[config.mk]
export PLATFORM = sky130hd
export DESIGN_NAME = flash_erase_ctrl
export DESIGN_NICKNAME = d
export VERILOG_FILES = /design/src/rtl/fe_pkg.sv /design/src/rtl/fe_pin_sync.sv /design/src/rtl/fe_byte_link.sv /design/src/rtl/fe_cmd_engine.sv /design/src/rtl/fe_erase_timer.sv /design/src/rtl/flash_erase_ctrl.sv
export SDC_FILE = /design/constraint.sdc
export NUM_CORES = 1
export LEC_CHECK = 0
export BUFFER_PORTS_ARGS = -buffer_cell sky130_fd_sc_hd__buf_2
export CORE_AREA = 2 2 112 114
export CTS_CLUSTER_DIAMETER = 100
export DETAILED_ROUTE_END_ITERATION = 8
export DIE_AREA = 0 0 114 116
export HOLD_SLACK_MARGIN = 0.12
export MAX_ROUTING_LAYER = met4
export PLACE_DENSITY_LB_ADDON = 0.15
export SLEW_MARGIN = 30
export SYNTH_ARGS = -nofsm -noshare
export SYNTH_HDL_FRONTEND = slang
export SYNTH_SLANG_ARGS = --single-unit
[constraint.sdc]
create_clock -name clk -period 5.99 [get_ports clk]
set_input_delay 0.2995 -clock clk [delete_from_list [all_inputs] [get_ports clk]]
set_output_delay 0.2995 -clock clk [all_outputs]
set_load 0.02 [all_outputs]
[src/rtl/fe_pkg.sv]
// Shared definitions for the block-erase command target.
// Assumes the array holds at least 128 blocks, so the largest protect
// window (2^7 blocks) always fits inside it.
package fe_pkg;

    localparam logic [7:0] OP_WREN  = 8'h06;
    localparam logic [7:0] OP_RDSR  = 8'h05;
    localparam logic [7:0] OP_ERASE = 8'h52;

    typedef enum logic [2:0] {
        ST_OP,      // waiting for opcode byte
        ST_ADDR,    // collecting address bytes
        ST_ARMED,   // all address bits in, waiting for select release
        ST_STAT,    // returning status bytes
        ST_SKIP     // frame dropped until select rises
    } fe_state_t;

    // True when block blk lies in the top 2^bp blocks of an nblocks array.
    function automatic logic blk_is_locked(input int unsigned blk,
                                           input int unsigned nblocks,
                                           input logic [2:0] bp);
        int unsigned win;
        if (bp == 3'd0) return 1'b0;
        win = 32'd1 << bp;
        return blk >= (nblocks - win);
    endfunction

endpackage

[src/rtl/fe_pin_sync.sv]
// Brings the three SPI pins into the clk domain through a STAGES-deep
// flop chain, then finds the serial clock and select edges.
// Assumes the serial clock half period is longer than STAGES+2 clk cycles.
module fe_pin_sync #(
    parameter int STAGES = 2
) (
    input  logic clk,
    input  logic rst_n,
    input  logic spi_sclk,
    input  logic spi_cs_n,
    input  logic spi_mosi,
    output logic sclk_rise,
    output logic sclk_fall,
    output logic cs_active,
    output logic cs_rise,
    output logic mosi_bit
);
    localparam int NPIN = 3;
    // Idle levels: index 0 serial clock, 1 select (idle high), 2 data.
    localparam logic [NPIN-1:0] IDLE_LVL = 3'b010;

    logic [NPIN-1:0] raw;
    logic [NPIN-1:0] settled;
    logic [NPIN-1:0] prev;

    assign raw = {spi_mosi, spi_cs_n, spi_sclk};

    for (genvar g = 0; g < NPIN; g++) begin : g_pin
        logic [STAGES-1:0] chain;
        // Purpose: metastability chain for one pin.
        always_ff @(posedge clk) begin
            if (!rst_n) chain <= {STAGES{IDLE_LVL[g]}};
            else        chain <= {chain[STAGES-2:0], raw[g]};
        end
        assign settled[g] = chain[STAGES-1];
    end

    // Purpose: previous settled levels for edge finding.
    always_ff @(posedge clk) begin
        if (!rst_n) prev <= IDLE_LVL;
        else        prev <= settled;
    end

    assign sclk_rise = settled[0] & ~prev[0];
    assign sclk_fall = ~settled[0] & prev[0];
    assign cs_active = ~settled[1];
    assign cs_rise   = settled[1] & ~prev[1];
    assign mosi_bit  = settled[2];
endmodule

[src/rtl/fe_byte_link.sv]
// Byte framing for SPI mode 0: shifts in data on serial clock rises,
// flags each complete byte, and shifts reply data out on falls. A new
// reply byte (tx_byte) is taken at the first fall of each byte slot.
// Assumes the serial clock idles low, so the first edge after select
// falls is a rise.
module fe_byte_link #(
    parameter int BYTE_W = 8
) (
    input  logic              clk,
    input  logic              rst_n,
    input  logic              cs_active,
    input  logic              sclk_rise,
    input  logic              sclk_fall,
    input  logic              mosi_bit,
    input  logic [BYTE_W-1:0] tx_byte,
    output logic [BYTE_W-1:0] rx_byte,
    output logic              rx_valid,
    output logic              on_boundary,
    output logic              spi_miso
);
    localparam int CNT_W = $clog2(BYTE_W);

    logic [CNT_W-1:0]  bit_cnt;
    logic [BYTE_W-1:0] in_sh;
    logic [BYTE_W-1:0] out_sh;
    logic              miso_q;
    logic [BYTE_W-1:0] next_in;

    assign next_in = {in_sh[BYTE_W-2:0], mosi_bit};

    // Purpose: receive shift, bit position and byte-complete strobe.
    always_ff @(posedge clk) begin
        if (!rst_n || !cs_active) begin
            bit_cnt  <= '0;
            in_sh    <= '0;
            rx_valid <= 1'b0;
            if (!rst_n) rx_byte <= '0;
        end else begin
            rx_valid <= 1'b0;
            if (sclk_rise) begin
                in_sh <= next_in;
                if (bit_cnt == CNT_W'(BYTE_W - 1)) begin
                    bit_cnt  <= '0;
                    rx_valid <= 1'b1;
                    rx_byte  <= next_in;
                end else begin
                    bit_cnt <= bit_cnt + 1'b1;
                end
            end
        end
    end

    // Purpose: transmit shift, loading a fresh byte at each slot start.
    always_ff @(posedge clk) begin
        if (!rst_n || !cs_active) begin
            miso_q <= 1'b0;
            out_sh <= '0;
        end else if (sclk_fall) begin
            if (bit_cnt == '0) begin
                miso_q <= tx_byte[BYTE_W-1];
                out_sh <= {tx_byte[BYTE_W-2:0], 1'b0};
            end else begin
                miso_q <= out_sh[BYTE_W-1];
                out_sh <= {out_sh[BYTE_W-2:0], 1'b0};
            end
        end
    end

    assign on_boundary = (bit_cnt == '0);
    assign spi_miso    = miso_q;
endmodule

[src/rtl/fe_cmd_engine.sv]
// Command decoder: tracks the frame state, owns the write-enable latch,
// collects the erase address and decides at select release whether the
// erase commits. Produces the reply byte for status reads.
// Assumes rx_valid comes one cycle after the sclk_rise that ends a byte.
module fe_cmd_engine
    import fe_pkg::*;
#(
    parameter int ADDR_BYTES = 3,
    parameter int BLK_W      = 9
) (
    input  logic             clk,
    input  logic             rst_n,
    input  logic             cs_active,
    input  logic             cs_rise,
    input  logic             sclk_rise,
    input  logic             on_boundary,
    input  logic             rx_valid,
    input  logic [7:0]       rx_byte,
    input  logic [2:0]       prot_bp,
    input  logic             busy,
    input  logic             erase_done,
    output logic             start_q,
    output logic [BLK_W-1:0] blk_q,
    output logic             wel_q,
    output logic [7:0]       tx_byte
);
    localparam int ADDR_W  = 8 * ADDR_BYTES;
    localparam int NBLK    = 1 << BLK_W;
    localparam int ACNT_W  = (ADDR_BYTES > 1) ? $clog2(ADDR_BYTES) : 1;

    fe_state_t         state;
    logic [ACNT_W-1:0] addr_cnt;
    logic [ADDR_W-1:0] addr_sh;
    logic [BLK_W-1:0]  tgt_blk;
    logic              commit;

    assign tgt_blk = addr_sh[ADDR_W-1 -: BLK_W];
    assign commit  = cs_rise && (state == ST_ARMED) && on_boundary && !busy
                     && !blk_is_locked(32'(tgt_blk), NBLK, prot_bp);

    // Purpose: frame state machine and address collection.
    always_ff @(posedge clk) begin
        if (!rst_n || !cs_active) begin
            state    <= ST_OP;
            addr_cnt <= '0;
            if (!rst_n) addr_sh <= '0;
        end else begin
            case (state)
                ST_OP: if (rx_valid) begin
                    if (rx_byte == OP_RDSR)
                        state <= ST_STAT;
                    else if (!busy && rx_byte == OP_ERASE && wel_q) begin
                        state    <= ST_ADDR;
                        addr_cnt <= '0;
                    end else
                        state <= ST_SKIP;
                end
                ST_ADDR: if (rx_valid) begin
                    addr_sh <= {addr_sh[ADDR_W-9:0], rx_byte};
                    if (addr_cnt == ACNT_W'(ADDR_BYTES - 1)) state <= ST_ARMED;
                    else addr_cnt <= addr_cnt + 1'b1;
                end
                ST_ARMED: if (sclk_rise) state <= ST_SKIP;
                default: ;
            endcase
        end
    end

    // Purpose: write-enable latch, set by its opcode and cleared at erase end.
    always_ff @(posedge clk) begin
        if (!rst_n)
            wel_q <= 1'b0;
        else if (erase_done)
            wel_q <= 1'b0;
        else if (cs_active && rx_valid && state == ST_OP && !busy
                 && rx_byte == OP_WREN)
            wel_q <= 1'b1;
    end

    // Purpose: one-cycle erase request with its block index.
    always_ff @(posedge clk) begin
        if (!rst_n) begin
            start_q <= 1'b0;
            blk_q   <= '0;
        end else begin
            start_q <= commit;
            if (commit) blk_q <= tgt_blk;
        end
    end

    assign tx_byte = (state == ST_STAT) ? {6'b0, wel_q, busy} : 8'h00;
endmodule

[src/rtl/fe_erase_timer.sv]
// Self-timed erase period: loads on start and holds busy for exactly
// CYCLES clock cycles; done marks the last busy cycle.
// Assumes start never arrives while busy.
module fe_erase_timer #(
    parameter int CYCLES = 1000
) (
    input  logic clk,
    input  logic rst_n,
    input  logic start,
    output logic busy,
    output logic done
);
    localparam int CNT_W = $clog2(CYCLES + 1);

    logic [CNT_W-1:0] remain;

    // Purpose: countdown of the remaining erase cycles.
    always_ff @(posedge clk) begin
        if (!rst_n)            remain <= '0;
        else if (start)        remain <= CNT_W'(CYCLES);
        else if (remain != '0) remain <= remain - 1'b1;
    end

    assign busy = (remain != '0);
    assign done = (remain == CNT_W'(1));
endmodule

[src/rtl/flash_erase_ctrl.sv]
// Top of the block-erase command target: pin synchronizer, byte framing,
// command decoding and erase timer. Sends a one-cycle erase request with
// the block index to the array and keeps busy high for ERASE_CYCLES.
// Assumes the serial clock runs well below clk (see fe_pin_sync).
module flash_erase_ctrl #(
    parameter int SYNC_STAGES  = 2,
    parameter int ADDR_BYTES   = 3,
    parameter int BLK_W        = 9,
    parameter int ERASE_CYCLES = 100000
) (
    input  logic             clk,
    input  logic             rst_n,
    input  logic             spi_sclk,
    input  logic             spi_cs_n,
    input  logic             spi_mosi,
    input  logic [2:0]       prot_bp,
    output logic             spi_miso,
    output logic             erase_req,
    output logic [BLK_W-1:0] erase_blk,
    output logic             erase_busy
);
    logic       sclk_rise, sclk_fall, cs_active, cs_rise, mosi_bit;
    logic [7:0] rx_byte, tx_byte;
    logic       rx_valid, on_boundary;
    logic       timer_done;
    logic       wel_now;

    fe_pin_sync #(.STAGES(SYNC_STAGES)) u_sync (
        .clk(clk), .rst_n(rst_n),
        .spi_sclk(spi_sclk), .spi_cs_n(spi_cs_n), .spi_mosi(spi_mosi),
        .sclk_rise(sclk_rise), .sclk_fall(sclk_fall),
        .cs_active(cs_active), .cs_rise(cs_rise), .mosi_bit(mosi_bit)
    );

    fe_byte_link #(.BYTE_W(8)) u_link (
        .clk(clk), .rst_n(rst_n), .cs_active(cs_active),
        .sclk_rise(sclk_rise), .sclk_fall(sclk_fall), .mosi_bit(mosi_bit),
        .tx_byte(tx_byte), .rx_byte(rx_byte), .rx_valid(rx_valid),
        .on_boundary(on_boundary), .spi_miso(spi_miso)
    );

    fe_cmd_engine #(.ADDR_BYTES(ADDR_BYTES), .BLK_W(BLK_W)) u_cmd (
        .clk(clk), .rst_n(rst_n), .cs_active(cs_active), .cs_rise(cs_rise),
        .sclk_rise(sclk_rise), .on_boundary(on_boundary),
        .rx_valid(rx_valid), .rx_byte(rx_byte), .prot_bp(prot_bp),
        .busy(erase_busy), .erase_done(timer_done),
        .start_q(erase_req), .blk_q(erase_blk), .wel_q(wel_now),
        .tx_byte(tx_byte)
    );

    fe_erase_timer #(.CYCLES(ERASE_CYCLES)) u_timer (
        .clk(clk), .rst_n(rst_n), .start(erase_req),
        .busy(erase_busy), .done(timer_done)
    );
endmodule

== After elaboration in Yosys (flattened, before gate mapping) ==
Index checks and enable logic that the tools add are counted.

* Add/sub/neg operators: 4
* Magnitude comparators: 1
* Eq/ne operators: 17
* Shifts and indexed selects: 1
* Mux-type cells: 31
* Bitwise logic cells: 9
* Reduce and logical (&&, ||, !) cells: 32

{| class="wikitable"
|+ Operators with widths
! cell !! number
|-
| 24-bit two-way mux || 4
|-
| 8-bit two-way mux || 5
|-
| 17-bit two-way mux || 2
|-
| 9-bit by 32-bit >= comparator with 1-bit output || 1
|-
| 1-bit by 3-bit << shifter with 32-bit output, first input constant || 1
|-
| 10-bit by 32-bit subtractor with 32-bit output, first input constant || 1
|-
| 3-bit two-way mux || 7
|-
| 17-bit by 1-bit == test with 1-bit output, second input constant || 1
|-
| 17-bit nonzero test || 1
|-
| 17-bit by 1-bit subtractor with 17-bit output, second input constant || 1
|-
| 8-bit by 3-bit == test with 1-bit output, second input constant || 2
|-
| 2-bit two-way mux || 6
|-
| 2-bit != test, second input constant || 6
|-
| 2-bit nonzero test || 6
|-
| 1-bit logical AND || 10
|-
| 3-bit logical NOT || 3
|-
| 3-bit case mux with 3 select lines || 1
|-
| 8-bit by 7-bit == test with 1-bit output, second input constant || 1
|-
| 3-bit by 2-bit == test with 1-bit output, second input constant || 2
|-
| 1-bit inverter || 6
|-
| 3-bit AND reduction || 2
|-
| 6-bit AND reduction || 1
|-
| 2-bit OR reduction || 3
|-
| 1-bit two-way mux || 5
|-
| 12 further kinds || 17
|}

* Flip-flop bits (word level): 93
* Input port bits: 8
* Word-level logic and storage cells: 113

== Longest topological paths before layout ==
* Word-level depth: 8
* Gate-level depth with buffers: 12
* Gate-level depth less buffers: 11

== Modules after synthesis ==
From an unflattened synthesis, not the netlist that was laid out.

* Cell total of the unflattened synthesis: 430
* Area, all modules: 4429.2 um^2

{| class="wikitable"
|+ Modules (own cells, without submodules)
! module !! instances !! cells each !! area an instance (um^2) !! seq. area each (um^2)
|-
| fe_cmd_engine || 1 || 200 || 2132.0 || 1041.0
|-
| fe_byte_link || 1 || 106 || 1106.1 || 620.6
|-
| fe_erase_timer || 1 || 104 || 958.4 || 340.3
|-
| fe_pin_sync || 1 || 20 || 232.7 || 160.2
|}

== Worst setup path after synthesis ==
Ideal clock, no wire load.

* Path kind: flip-flop to flip-flop
* Start point: register u_cmd.state[1]
* End point: register u_cmd.addr_sh[0], enable pin
* Library setup time: 0.442 ns
* Data arrival time: 2.796 ns
* Required time: 5.548 ns
* Slack: 2.752 ns
* Stages on the path, launching flop included: 4
* Path buffers: 1
* Clock period less this slack: 3.238 ns
* Cell sequence: dfxtp_1 > or3b_2 > clkbuf_1 > o31ai_1

* Cells in the longest elaborated chain, start to end: 3

{| class="wikitable"
|+ Ends and longest elaborated chain
! what !! line !! text
|-
| start: declaration || fe_cmd_engine.sv:31 || <nowiki>fe_state_t state;</nowiki>
|-
| start signal: assignment || fe_cmd_engine.sv:44 || <nowiki>state <= ST_OP;</nowiki>
|-
| start signal: assignment || fe_cmd_engine.sv:51 || <nowiki>state <= ST_STAT;</nowiki>
|-
| start signal: assignment || fe_cmd_engine.sv:53 || <nowiki>state <= ST_ADDR;</nowiki>
|-
| 3-bit by 1-bit == test with 1-bit output || fe_cmd_engine.sv:48 || <nowiki>case (state)</nowiki>
|-
| 2-bit nonzero test (no line) || n/a ||
|-
| 3-bit AND reduction (no line) || n/a ||
|-
| end signal: assignment || fe_cmd_engine.sv:59 || <nowiki>addr_sh <= {addr_sh[ADDR_W-9:0], rx_byte};</nowiki>
|-
| end: declaration || fe_cmd_engine.sv:33 || <nowiki>logic [ADDR_W-1:0] addr_sh;</nowiki>
|}

Every way passes these cells.
A chain may end at the register's enable or synchronous reset.

== Worst setup path in the final report ==
* Start point: input prot_bp[1]
* End point: register u_cmd.blk_q[4]

* Cells in the longest elaborated chain, start to end: 6
* Elaborated cells on any way between the ends: 8
* Classes of those cells: 1 x add/sub; 1 x order compare; 1 x shift; 2 x mux; 3 x reduce/logical

{| class="wikitable"
|+ Ends and longest elaborated chain
! what !! line !! text
|-
| start: declaration || flash_erase_ctrl.sv:16 || <nowiki>input logic [2:0] prot_bp,</nowiki>
|-
| 1-bit by 3-bit << shifter with 32-bit output || fe_pkg.sv:24 || <nowiki>win = 32'd1 << bp;</nowiki>
|-
| 10-bit by 32-bit subtractor with 32-bit output || fe_pkg.sv:25 || <nowiki>return blk >= (nblocks - win);</nowiki>
|-
| 9-bit by 32-bit >= comparator with 1-bit output || fe_pkg.sv:25 ||
|-
| 1-bit two-way mux (*) || fe_pkg.sv:24 ||
|-
| 1-bit logical NOT (*) || fe_cmd_engine.sv:39 || <nowiki>&& !blk_is_locked(32'(tgt_blk), NBLK, prot_bp);</nowiki>
|-
| 1-bit logical AND (*) || fe_cmd_engine.sv:39 ||
|-
| end signal: assignment || fe_cmd_engine.sv:87 || <nowiki>if (commit) blk_q <= tgt_blk;</nowiki>
|-
| end: declaration || fe_cmd_engine.sv:23 || <nowiki>output logic [BLK_W-1:0] blk_q,</nowiki>
|}

Every way passes the cells marked *; elsewhere a longest branch is shown, timed or not.

==> results.ini <==
[yosys]
syn_avg_cell_area_um2=10.10
syn-num-nets=431
synth_edf_count=32
synth_compound_area_frac=0.09833
yosysWarningCount=0
postSynthCellCount=407
synth_cell_types=53
synth-seq-area-share=0.5260
synth-simple-area-share=0.2384
synth_top_family_by_area=simple AND/OR/NAND/NOR gates
ys.flop_type=dfxtp_1
muxShareOfSynthArea=0.02192
synth_xor_area_frac=0.03196
synthAdderAreaFrac=0.04871
async_reset_ff_frac=0
ys_ff_latch=92
netlist_area_mm2=0.004110

[setup_path]
crit_path_end=u_cmd.blk_q[4]
r2r_cells=8
ff2ff_setup_slack_ns=3.65
r2r-start=u_cmd.addr_sh[15]
r2r-end=u_cmd.blk_q[4]
cp_max_fo=9
cpMaxStageDelayCell=a2111oi_0
end_kind=register
worst_path_dominant_cell_family=simple AND/OR/NAND/NOR gates
cp_common_cell=ha_1
cp_data_required_time_ns=6.26
cp.arrival_ns=2.84
start_kind=primary input
path_cells=buf_2 -> nor3_1 -> inv_1 -> ha_1 -> xor2_1 -> ha_1 -> a2111oi_0 -> nor4_1 -> nor4_2 -> buf_4 -> mux2i_1
cp.depth=11
max_stage_delay_ns=0.45
critPathBufInv=3
crit_path_start=prot_bp[1]
path_class=primary input to register

[sta]
timing.slew.headroom=0.5094
setup_viol=0
rsz0062_at_grt=false
timing.final.crit_share=0.4291
fin_setup_tns_ns=0
timing.fmax_mhz=389.0
hold_viol_final=0
slew_violations=0
worst_slew_pin_slew_ns=0.7344
skew_ns=0.008288
period_needed_ns=2.570

[clock_tree]
cts_root_buffer=clkbuf_16
htree_levels=3
cts_buffer_depth=2
post_cts_buffers=0
cts.sinks=92
clkSlewWorstSetupHoldPaths_ns=0.06
cts_tree=done
ctsResizeCount=0
hold_buffers=0
clock_latency_ns=0.34
cts_buffers=9

[floorplan]
pin_count=20
coreArea_mm2=0.01191
row_count=40
die_width_um=114
initial_core_util=0.3451
die-area_mm2=0.01322
die_h_um=116

[global_routing]
grt_pass1_wl_um=13080
first_global_vias=2764
grt_max_degree=38
antenna_found_initial=0
grt_util_all_layers=0.1304
grt_overflow=0

[placement]
place_area_mm2=0.004358
dp.final_hpwl_um=5102
finalWeightedCongestion=0.7889
io_buffers=19

[detailed_routing]
drt_iter0_drc=165
drc=0
finalWirelength_um=7573
postRouteAntennaNets=0
drt_pass1_iterations=4
wl_per_cell_um=13.17
via_count=2812
vias_per_cell=4.890

[layout]
drive_gt1_frac=0.1098
multiInputGateArea_mm2=0.001823
antennaDiodeCount=0
final_area_mm2=0.004652
syn_to_final_growth_pct=13.18
nFillCells=1185
fin_nets=447
seq_area_mm2=0.002162

[power_and_ir_drop]
cellLeakagePower_uw=0.001701
ir_worst_vdd_mv=0.1403
p_total_uw=1697
power.density_mw_per_mm2=364.9

[status]
status=finished clean

[hold_path]
worstHoldStart=spi_cs_n
worstHoldPathType=primary input to register
min_path_cells=2

[flow_run]
drv_cap=0

==> per-layer routing <==
layer,vias to the layer above,track usage,routed length (um)
met3,7,0.04079,284
met1,1302,0.1593,3652
met4,0,0.05203,83
met2,43,0.2016,3552
li1,1460,-,-
met5,-,-,0
==> kinds of logic (layout without fill, tap and decap cells) <==
| group | count (synthesis) | count (layout) |
|---|---|---|
| flip-flops | 92 | 92 |
| AO/OA/AOI/OAI | 61 | 61 |
| AND/OR/NAND/NOR | 179 | 179 |
| other | 1 | 1 |
| adder cells (fa/ha/maj) | 16 | 16 |
| XOR/XNOR | 15 | 15 |
| multiplexers | 9 | 9 |
| buffers and inverters | 34 | 55 |
==> registers in the layout, summed over array words and instances (netlist names) <==
name                flops
u_cmd.addr_cnt          2
u_cmd.addr_sh          24
u_cmd.blk_q             9
u_cmd.start_q           1
u_cmd.state             3
u_cmd.wel_q             1
u_link.bit_cnt          3
u_link.in_sh            7
u_link.out_sh           7
u_link.rx_byte          8
u_link.rx_valid         1
u_link.spi_miso         1
u_sync.g_pin.chain      6
u_sync.prev             2
u_timer.remain         17
==> worst register-to-register path: stages (launching register included) <==
cell and delay, ns:
edfxtp_1 0.38, inv_1 0.11, ha_1 0.23, nand2b_1 0.15, a2111oi_0 0.56, nor4_1 0.16
nor4_2 0.22, buf_4 0.25, mux2i_1 0.21
==> report_power, final <==
part / internal, uW / total (uW) / switching, uW
sequential: 698 / 754 / 55.9
combinational: 165 / 386 / 221
clock: 323 / 557 / 234
==> metrics by stage <==
step                  util  cells  setup WS [ns]  hold slack [ns]
global placement    0.3649    558          3.151           0.4118
detailed placement  0.3659    559          3.066           0.4085
CTS                 0.3905    575          3.410           0.1375
floorplan                -    407          2.752           0.3863
finish              0.3905    575          3.420           0.1484
global route        0.3905    575          3.008           0.1519
==> area by class of cell <==
type,instances,share of cell area
clock buffer,10,0.04922
clock inverter,6,0.01399
inverter,16,0.01291
multi-input combinational,281,0.3919
sequential,92,0.4648
tap,147,0.03954
timing repair buffer,23,0.02770
==> worst min-delay path by stage <==
stage	to	slack, ns
after floorplan	u_sync.g_pin[1].chain[1]	0.39
after global placement	u_sync.g_pin[1].chain[1]	0.41
after detailed placement	u_sync.g_pin[1].chain[1]	0.41
after CTS	u_sync.g_pin[1].chain[0]	0.14
after global routing	u_sync.g_pin[1].chain[0]	0.15
final	u_sync.g_pin[1].chain[0]	0.15
==> Yosys cell counts (7+ instances only) <==
library cell,instances,area (um2)
o21ai_0,8,40.04
dfxtp_1,60,1201
nor4_1,8,50.05
and2_1,38,237.7
mux2i_1,9,90.09
edfxtp_1,32,960.9
clkbuf_1,13,48.80
nor3_1,13,65.06
ha_1,16,200.2
xor2_1,9,78.83
a21oi_1,19,95.09
nand2_1,43,161.4
nand2b_1,7,43.79
nor2_1,31,116.4
inv_1,15,56.30
==> cells in the final DEF (no fill, tap or decap), drive strengths merged, types with 6 or more instances in the layout <==
cell    count
nor2b       6
a21oi      19
buf        23
nand4       6
inv        16
a22oi       6
o21ai       8
nor3       13
dfxtp      60
nor2       31
nor4       12
nand3       7
xnor2       6
and2       38
xor2        9
nand2      43
mux2i       9
nand2b      7
edfxtp     32
ha         16
a21boi      6
clkbuf     10
(Power assumes the default switching activity.)
